File: config.mk
export PLATFORM = sky130hd
export DESIGN_NAME = trig_out_sel
export DESIGN_NICKNAME = d
export VERILOG_FILES = /design/src/rtl/tos_pkg.sv /design/src/rtl/tos_cfg_reg.sv /design/src/rtl/tos_trig_sel.sv /design/src/rtl/tos_cap_sel.sv /design/src/rtl/tos_dma_route.sv /design/src/rtl/trig_out_sel.sv
export SDC_FILE = /design/constraint.sdc
export NUM_CORES = 1
export LEC_CHECK = 0
export ABC_CLOCK_PERIOD_IN_PS = 1200
export BUFFER_PORTS_ARGS = -buffer_cell sky130_fd_sc_hd__buf_2
export CAP_MARGIN = 40
export CORE_AREA = 5 5 42 44
export DETAILED_ROUTE_END_ITERATION = 10
export DIE_AREA = 0 0 47 49
export HOLD_SLACK_MARGIN = 0.15
export MAX_ROUTING_LAYER = met4
export SETUP_SLACK_MARGIN = 0.2
export SLEW_MARGIN = 0
export SYNTH_ARGS = -nofsm -noshare
export SYNTH_HDL_FRONTEND = slang
export SYNTH_SLANG_ARGS = --single-unit
File: constraint.sdc
create_clock -name clk -period 1.2 [get_ports clk]
set_input_delay 0.12 -clock clk [delete_from_list [all_inputs] [get_ports clk]]
set_output_delay 0.12 -clock clk [all_outputs]
set_load 0.01 [all_outputs]
File: src/rtl/tos_pkg.sv
package tos_pkg;
   localparam int MODE_W = 3;
   localparam int CFG_W  = MODE_W + 2;

   typedef enum logic [MODE_W-1:0] {
      TM_UG   = 3'b000,
      TM_EN   = 3'b001,
      TM_UPD  = 3'b010,
      TM_CCP  = 3'b011,
      TM_REF1 = 3'b100,
      TM_REF2 = 3'b101,
      TM_REF3 = 3'b110,
      TM_REF4 = 3'b111
   } tmode_e;

   typedef struct packed {
      logic   dma_upd;
      logic   cap_xor;
      tmode_e mode;
   } cfg_t;
endpackage

File: src/rtl/tos_cfg_reg.sv
module tos_cfg_reg
   import tos_pkg::*;
(
   input  logic             clk,
   input  logic             rst,
   input  logic             we,
   input  logic [CFG_W-1:0] wdata,
   output cfg_t             cfg_q
);
   always_ff @(posedge clk) begin
      if (rst)
         cfg_q <= '0;
      else if (we)
         cfg_q <= cfg_t'(wdata);
   end
endmodule

File: src/rtl/tos_trig_sel.sv
module tos_trig_sel
   import tos_pkg::*;
#(
   parameter int NUM_CMP = 4
) (
   input  logic               clk,
   input  logic               rst,
   input  tmode_e             mode,
   input  logic               ug,
   input  logic               cnt_en,
   input  logic               upd,
   input  logic               cc1_set,
   input  logic [NUM_CMP-1:0] oc_ref,
   output logic               trig
);
   logic src;

   always_comb begin
      unique case (mode)
         TM_UG:   src = ug;
         TM_EN:   src = cnt_en;
         TM_UPD:  src = upd;
         TM_CCP:  src = cc1_set;
         default: src = oc_ref[mode[1:0]];
      endcase
   end

   always_ff @(posedge clk) begin
      if (rst)
         trig <= 1'b0;
      else
         trig <= src;
   end
endmodule

File: src/rtl/tos_cap_sel.sv
module tos_cap_sel #(
   parameter int CAP_PINS = 3
) (
   input  logic                pick_xor,
   input  logic [CAP_PINS-1:0] pins,
   output logic                cap
);
   logic [CAP_PINS-1:0] acc;

   assign acc[0] = pins[0];
   for (genvar g = 1; g < CAP_PINS; g++) begin : g_xor
      assign acc[g] = acc[g-1] ^ pins[g];
   end

   assign cap = pick_xor ? acc[CAP_PINS-1] : pins[0];
endmodule

File: src/rtl/tos_dma_route.sv
module tos_dma_route #(
   parameter int NUM_DMA = 4
) (
   input  logic               on_update,
   input  logic               upd,
   input  logic [NUM_DMA-1:0] cc_evt,
   output logic [NUM_DMA-1:0] req
);
   for (genvar c = 0; c < NUM_DMA; c++) begin : g_ch
      assign req[c] = on_update ? upd : cc_evt[c];
   end
endmodule

File: src/rtl/trig_out_sel.sv
module trig_out_sel
   import tos_pkg::*;
#(
   parameter int NUM_CMP  = 4,
   parameter int NUM_DMA  = 4,
   parameter int CAP_PINS = 3
) (
   input  logic                clk,
   input  logic                rst,
   input  logic                cfg_we,
   input  logic [CFG_W-1:0]    cfg_wdata,
   input  logic                cen_i,
   input  logic                gate_i,
   input  logic                ug_i,
   input  logic                upd_i,
   input  logic                cc1_set_i,
   input  logic [NUM_CMP-1:0]  oc_ref_i,
   input  logic [CAP_PINS-1:0] ch_pin_i,
   input  logic [NUM_DMA-1:0]  cc_evt_i,
   output logic                trig_o,
   output logic                cap_o,
   output logic [NUM_DMA-1:0]  dma_req_o
);
   localparam int REF_MODES = 1 << (MODE_W - 1);

   if (NUM_CMP != REF_MODES) begin : g_bad_cmp
      $error("NUM_CMP must equal the number of reference modes");
   end
   if (CAP_PINS < 1) begin : g_bad_pins
      $error("CAP_PINS must be at least 1");
   end
   if (NUM_DMA < 1) begin : g_bad_dma
      $error("NUM_DMA must be at least 1");
   end

   cfg_t cfg_q;
   logic cnt_en;

   assign cnt_en = cen_i | gate_i;

   tos_cfg_reg u_cfg (
      .clk   (clk),
      .rst   (rst),
      .we    (cfg_we),
      .wdata (cfg_wdata),
      .cfg_q (cfg_q)
   );

   tos_trig_sel #(.NUM_CMP(NUM_CMP)) u_trig (
      .clk     (clk),
      .rst     (rst),
      .mode    (cfg_q.mode),
      .ug      (ug_i),
      .cnt_en  (cnt_en),
      .upd     (upd_i),
      .cc1_set (cc1_set_i),
      .oc_ref  (oc_ref_i),
      .trig    (trig_o)
   );

   tos_cap_sel #(.CAP_PINS(CAP_PINS)) u_cap (
      .pick_xor (cfg_q.cap_xor),
      .pins     (ch_pin_i),
      .cap      (cap_o)
   );

   tos_dma_route #(.NUM_DMA(NUM_DMA)) u_dma (
      .on_update (cfg_q.dma_upd),
      .upd       (upd_i),
      .cc_evt    (cc_evt_i),
      .req       (dma_req_o)
   );
endmodule

Word-level counts from Yosys, hierarchy flattened. Cells that the tools add are included.

Muxes and demuxes: 8. $lt $le $gt $ge: 1. Equality and inequality tests: 3. Reduce and logical (&&, ||, !) cells: 1. Bitwise gates (word level): 3.

Operators by type and width (count): $eq 3x2->1 const B (2); $mux 1 (6); $pmux 1 s4 (1); $eq 3x1->1 const B (1); $logic_not 3->1 (1); $lt 2x3->1 const B (1); $bmux 1 s2 (1); $xor 1x1->1 (2); $or 1x1->1 (1).

Flip-flop bits (word level): 6. Word-level logic and storage cells: 20. Output and inout bits: 6. Bits of input ports: 24.

Logic depth before layout (Yosys ltp).
Word-level depth: 3. Mapped depth: 3. Mapped depth without buffers: 3.

By module. Synthesis repeated with hierarchy kept, for this count alone.

Cell total of the unflattened synthesis: 33. Area, all modules: 346.6 um^2.

By module, submodules not included: tos_cfg_reg (times used 1, cells each 16, seq. area each 100.1 um^2, area each 180.2 um^2); tos_trig_sel (times used 1, cells each 9, seq. area each 20.0 um^2, area each 93.8 um^2); tos_dma_route (times used 1, cells each 4, seq. area each 0.0 um^2, area each 45.0 um^2); tos_cap_sel (times used 1, cells each 3, seq. area each 0.0 um^2, area each 21.3 um^2); trig_out_sel (times used 1, cells each 1, seq. area each 0.0 um^2, area each 6.3 um^2).

Least setup slack after synthesis. Ideal clock, no wire load.

Path type: register -> register. From: register, netlist name u_cfg.cfg_q[0]. To: register u_trig.trig. Library setup time: 0.117 ns. Cell stages (with the launch flop): 3. Clock period less this slack: 1.178 ns. Arrival: 1.062 ns. Data required time: 1.083 ns. Path buffers: 0. Slack: 0.022 ns. Cell sequence: dfxtp_1 -> mux4_2 -> a22o_1.

Cells in the longest elaborated chain, start to end: 3. Elaborated cells on any way between the ends: 7. Those cells by class: eq/ne: 3; mux: 3; reduce/logical: 1.

Ends and longest elaborated chain: $bmux 1 s2 (line tos_trig_sel.sv:24) `default: src = oc_ref[mode[1:0]];`; $mux 1 (not written as such) (line tos_trig_sel.sv:24); $pmux 1 s4 (*) (line tos_trig_sel.sv:19) `unique case (mode)`; end signal: assignment (line tos_trig_sel.sv:32) `trig <= src;`; end: declaration (line tos_trig_sel.sv:14) `output logic trig`.

Mark *: on every way between the ends. The rest lies on a longest branch, timed or not. The select of a mux whose other input is x is not followed. A chain may end at the register's enable or synchronous reset.

Worst setup path after layout.
From: register, netlist name u_cfg.cfg_q[0]. To: register u_trig.trig.

Cells in the longest elaborated chain, start to end: 3. Elaborated cells on any way between the ends: 7. Those cells by class: eq/ne: 3; mux: 3; reduce/logical: 1.

Ends and longest elaborated chain (line): $bmux 1 s2 (tos_trig_sel.sv:24); $mux 1 (not written as such) (tos_trig_sel.sv:24); $pmux 1 s4 (*) (tos_trig_sel.sv:19).

Marked as above.

==> metrics.cfg <==
[timing]
fin_crit_sh=0.9666
maxSlewViolCount=0
slew_headroom=0.8903
final.min_clock_period_ps=1160
setup_viol=0
fin_hold_ws_ps=249.6
final_hold_viol_count=0
worst_slew_pin_slew_ps=164.0
clock.fmax_mhz=862.2
fin_tns_setup_ps=0
setup_slack_ps=40.14
rsz0062_at_grt=yes
clock_skew_ps=2.163

[grt]
grt_pass1_wl_um=1359
global_route.usage.total=0.08478
grt_max_degree=8
antenna_found_initial=0
grt_pass1_vias=344
gr-total-overflow=0

[worst_setup_path]
setup.worst_path.start=u_cfg.cfg_q[0]
slowest_delay_ps=490
cp.arrival_ps=1300
cp_top_family=multiplexers
start_kind=register
rrSetupSlack_ps=40
slowest_stage=mux4_2
timing.rr.start=u_cfg.cfg_q[0]
critPathMaxFanout=3
cp_cell_sequence=mux4_2, a22o_1
critPathCaptureType=register
worstPathRequired_ps=1340
critPathBufInv=0
path_class=register to register

[floorplan]
io_pins=30
start_util=0.2304
fp.dieH_um=49
std_cell_rows=14
die_area_sq_um=2303
core_area_sq_um=1401
fp.dieW_um=47

[placed_design]
post-place-ws_ps=12.02
place_congestion=0.7052
placed_cell_area_sq_um=485.5
io_buffers=29

[detailed_routing]
drt-initial-drc-count=5
drcViolationCount=0
wl_um=901
vias=389
firstDrtPassIters=4
ant_nets=0
routedWlPerCell_um=10.24
via_per_inst=4.420

[clock_tree]
cts_tree=built
post_cts_buffers=0
cts_max_level=1
clk_pin_slew_ps=50
numCtsBuffers=3
clkSinkCount=6
clk_path_buf_depth=2
ctsRootBufferMaster=clkbuf_4
worst_skew_pair.late_latency_ps=240

[yosys]
synth_top_cell_by_area=dfxtp_1
avgSynthCellArea_sq_um=9.223
synth_cell_types=13
synth_nets=59
ys_warn_count=0
netlist_instances=35
synth_seq_area_share=0.3721
synth_top_area_frac=0.3721
synth_area_sq_um=322.8
synthTopCellsByArea=dfxtp_1 (37%), mux2i_1 (16%), mux4_2 (14%)
synth.ff_latch_count=6

[power_and_ir_drop]
p_leak_nw=0.3168
power.total_uw=551.2
peakVddDrop_mv=0.4525
p_per_area_nw_per_um2=923.5

[finish]
final_common_cell=buf_2
mostFrequentLayoutCells=buf_2 (29), nor2_1 (6), dlygate4sd3_1 (6), mux2i_1 (5), inv_1 (4)
seqCellArea_sq_um=128.9
final_nets=98
fill_cells=149
antenna_cells=0
multiInputGateArea_sq_um=205.2
fin_area_sq_um=596.8
area_growth_pct=84.88
drive_above_1_share=0.5694

[min_path]
hold_class=input port to register
min_from=cfg_we

[job]
cap_violations=0

[run_status]
outcome=completed

[cells in the mapped netlist]
library cell and n:
a22o_1 1, or2_0 1, xor2_1 1, mux4_2 2, clkbuf_1 1, mux2i_1 5
inv_1 4, o21ai_0 4, nor2_1 6, dfxtp_1 6, xnor2_1 1, nor2b_1 1
nand2_1 2
[kinds of logic after synthesis]
group / after synthesis / share of synthesized area
flops: 6 / 0.3721
buf+inv: 5 / 0.05811
compound gates: 5 / 0.08915
mux: 7 / 0.2946
simple gates: 10 / 0.1318
xor+xnor: 2 / 0.05427
[through the flow]
stage / util / cells
floorplan: - / 35
global placement: 0.3464 / 79
detailed placement: 0.3464 / 79
CTS: 0.4214 / 88
global route: 0.4259 / 88
finish: 0.4259 / 88
[power breakdown]
group	internal [mW]	switching (mW)
clock	0.113	0.0721
sequential	0.213	0.0113
combinational	0.0874	0.0548
[state kept, by name (all words and copies together), names as in the netlist]
register and count:
u_trig.trig 1, u_cfg.cfg_q 5
[worst reg2reg max path, delay by kind of cell (launching register included)]
kind	cells	cell delay, ps
AO/OA/AOI/OAI	1	210
flip-flops	1	360
multiplexers	1	490
[repair_timing]
action                                  CTS  global route
endpoints found under the setup margin    6             6
hold buffers                              6             0
endpoints found under the hold margin     5             0
gates cloned                              0             0
pin swaps                                 1             1
resized for setup                        11             2
[final cells by class]
cell class / instances / share of cell area
Multi-Input combinational cell: 24 / 0.3438
Timing Repair Buffer: 35 / 0.3438
Sequential cell: 6 / 0.2159
Clock buffer: 3 / 0.03774
Tap cell: 16 / 0.03354
Inverter: 4 / 0.02516
[path summary, 6_finish.rpt]
kind                    endpoint  depth (start not counted)
hold reg to reg   u_cfg.cfg_q[3]                          2
setup reg to reg     u_trig.trig                          2
setup / recovery     u_trig.trig                          2
hold / removal    u_cfg.cfg_q[4]                          3
[layer usage]
layer | routed length, um | vias up | part of all wire | track usage
met4 | 0 | 0 | 0 | 0.01382
met2 | 472 | 15 | 0.52 | 0.1357
met1 | 310 | 180 | 0.34 | 0.07556
met3 | 118 | 0 | 0.13 | 0.07380
li1 | - | 194 | - | -
met5 | 0 | - | 0 | -
No activity file was read; power rests on OpenSTA's default activity.
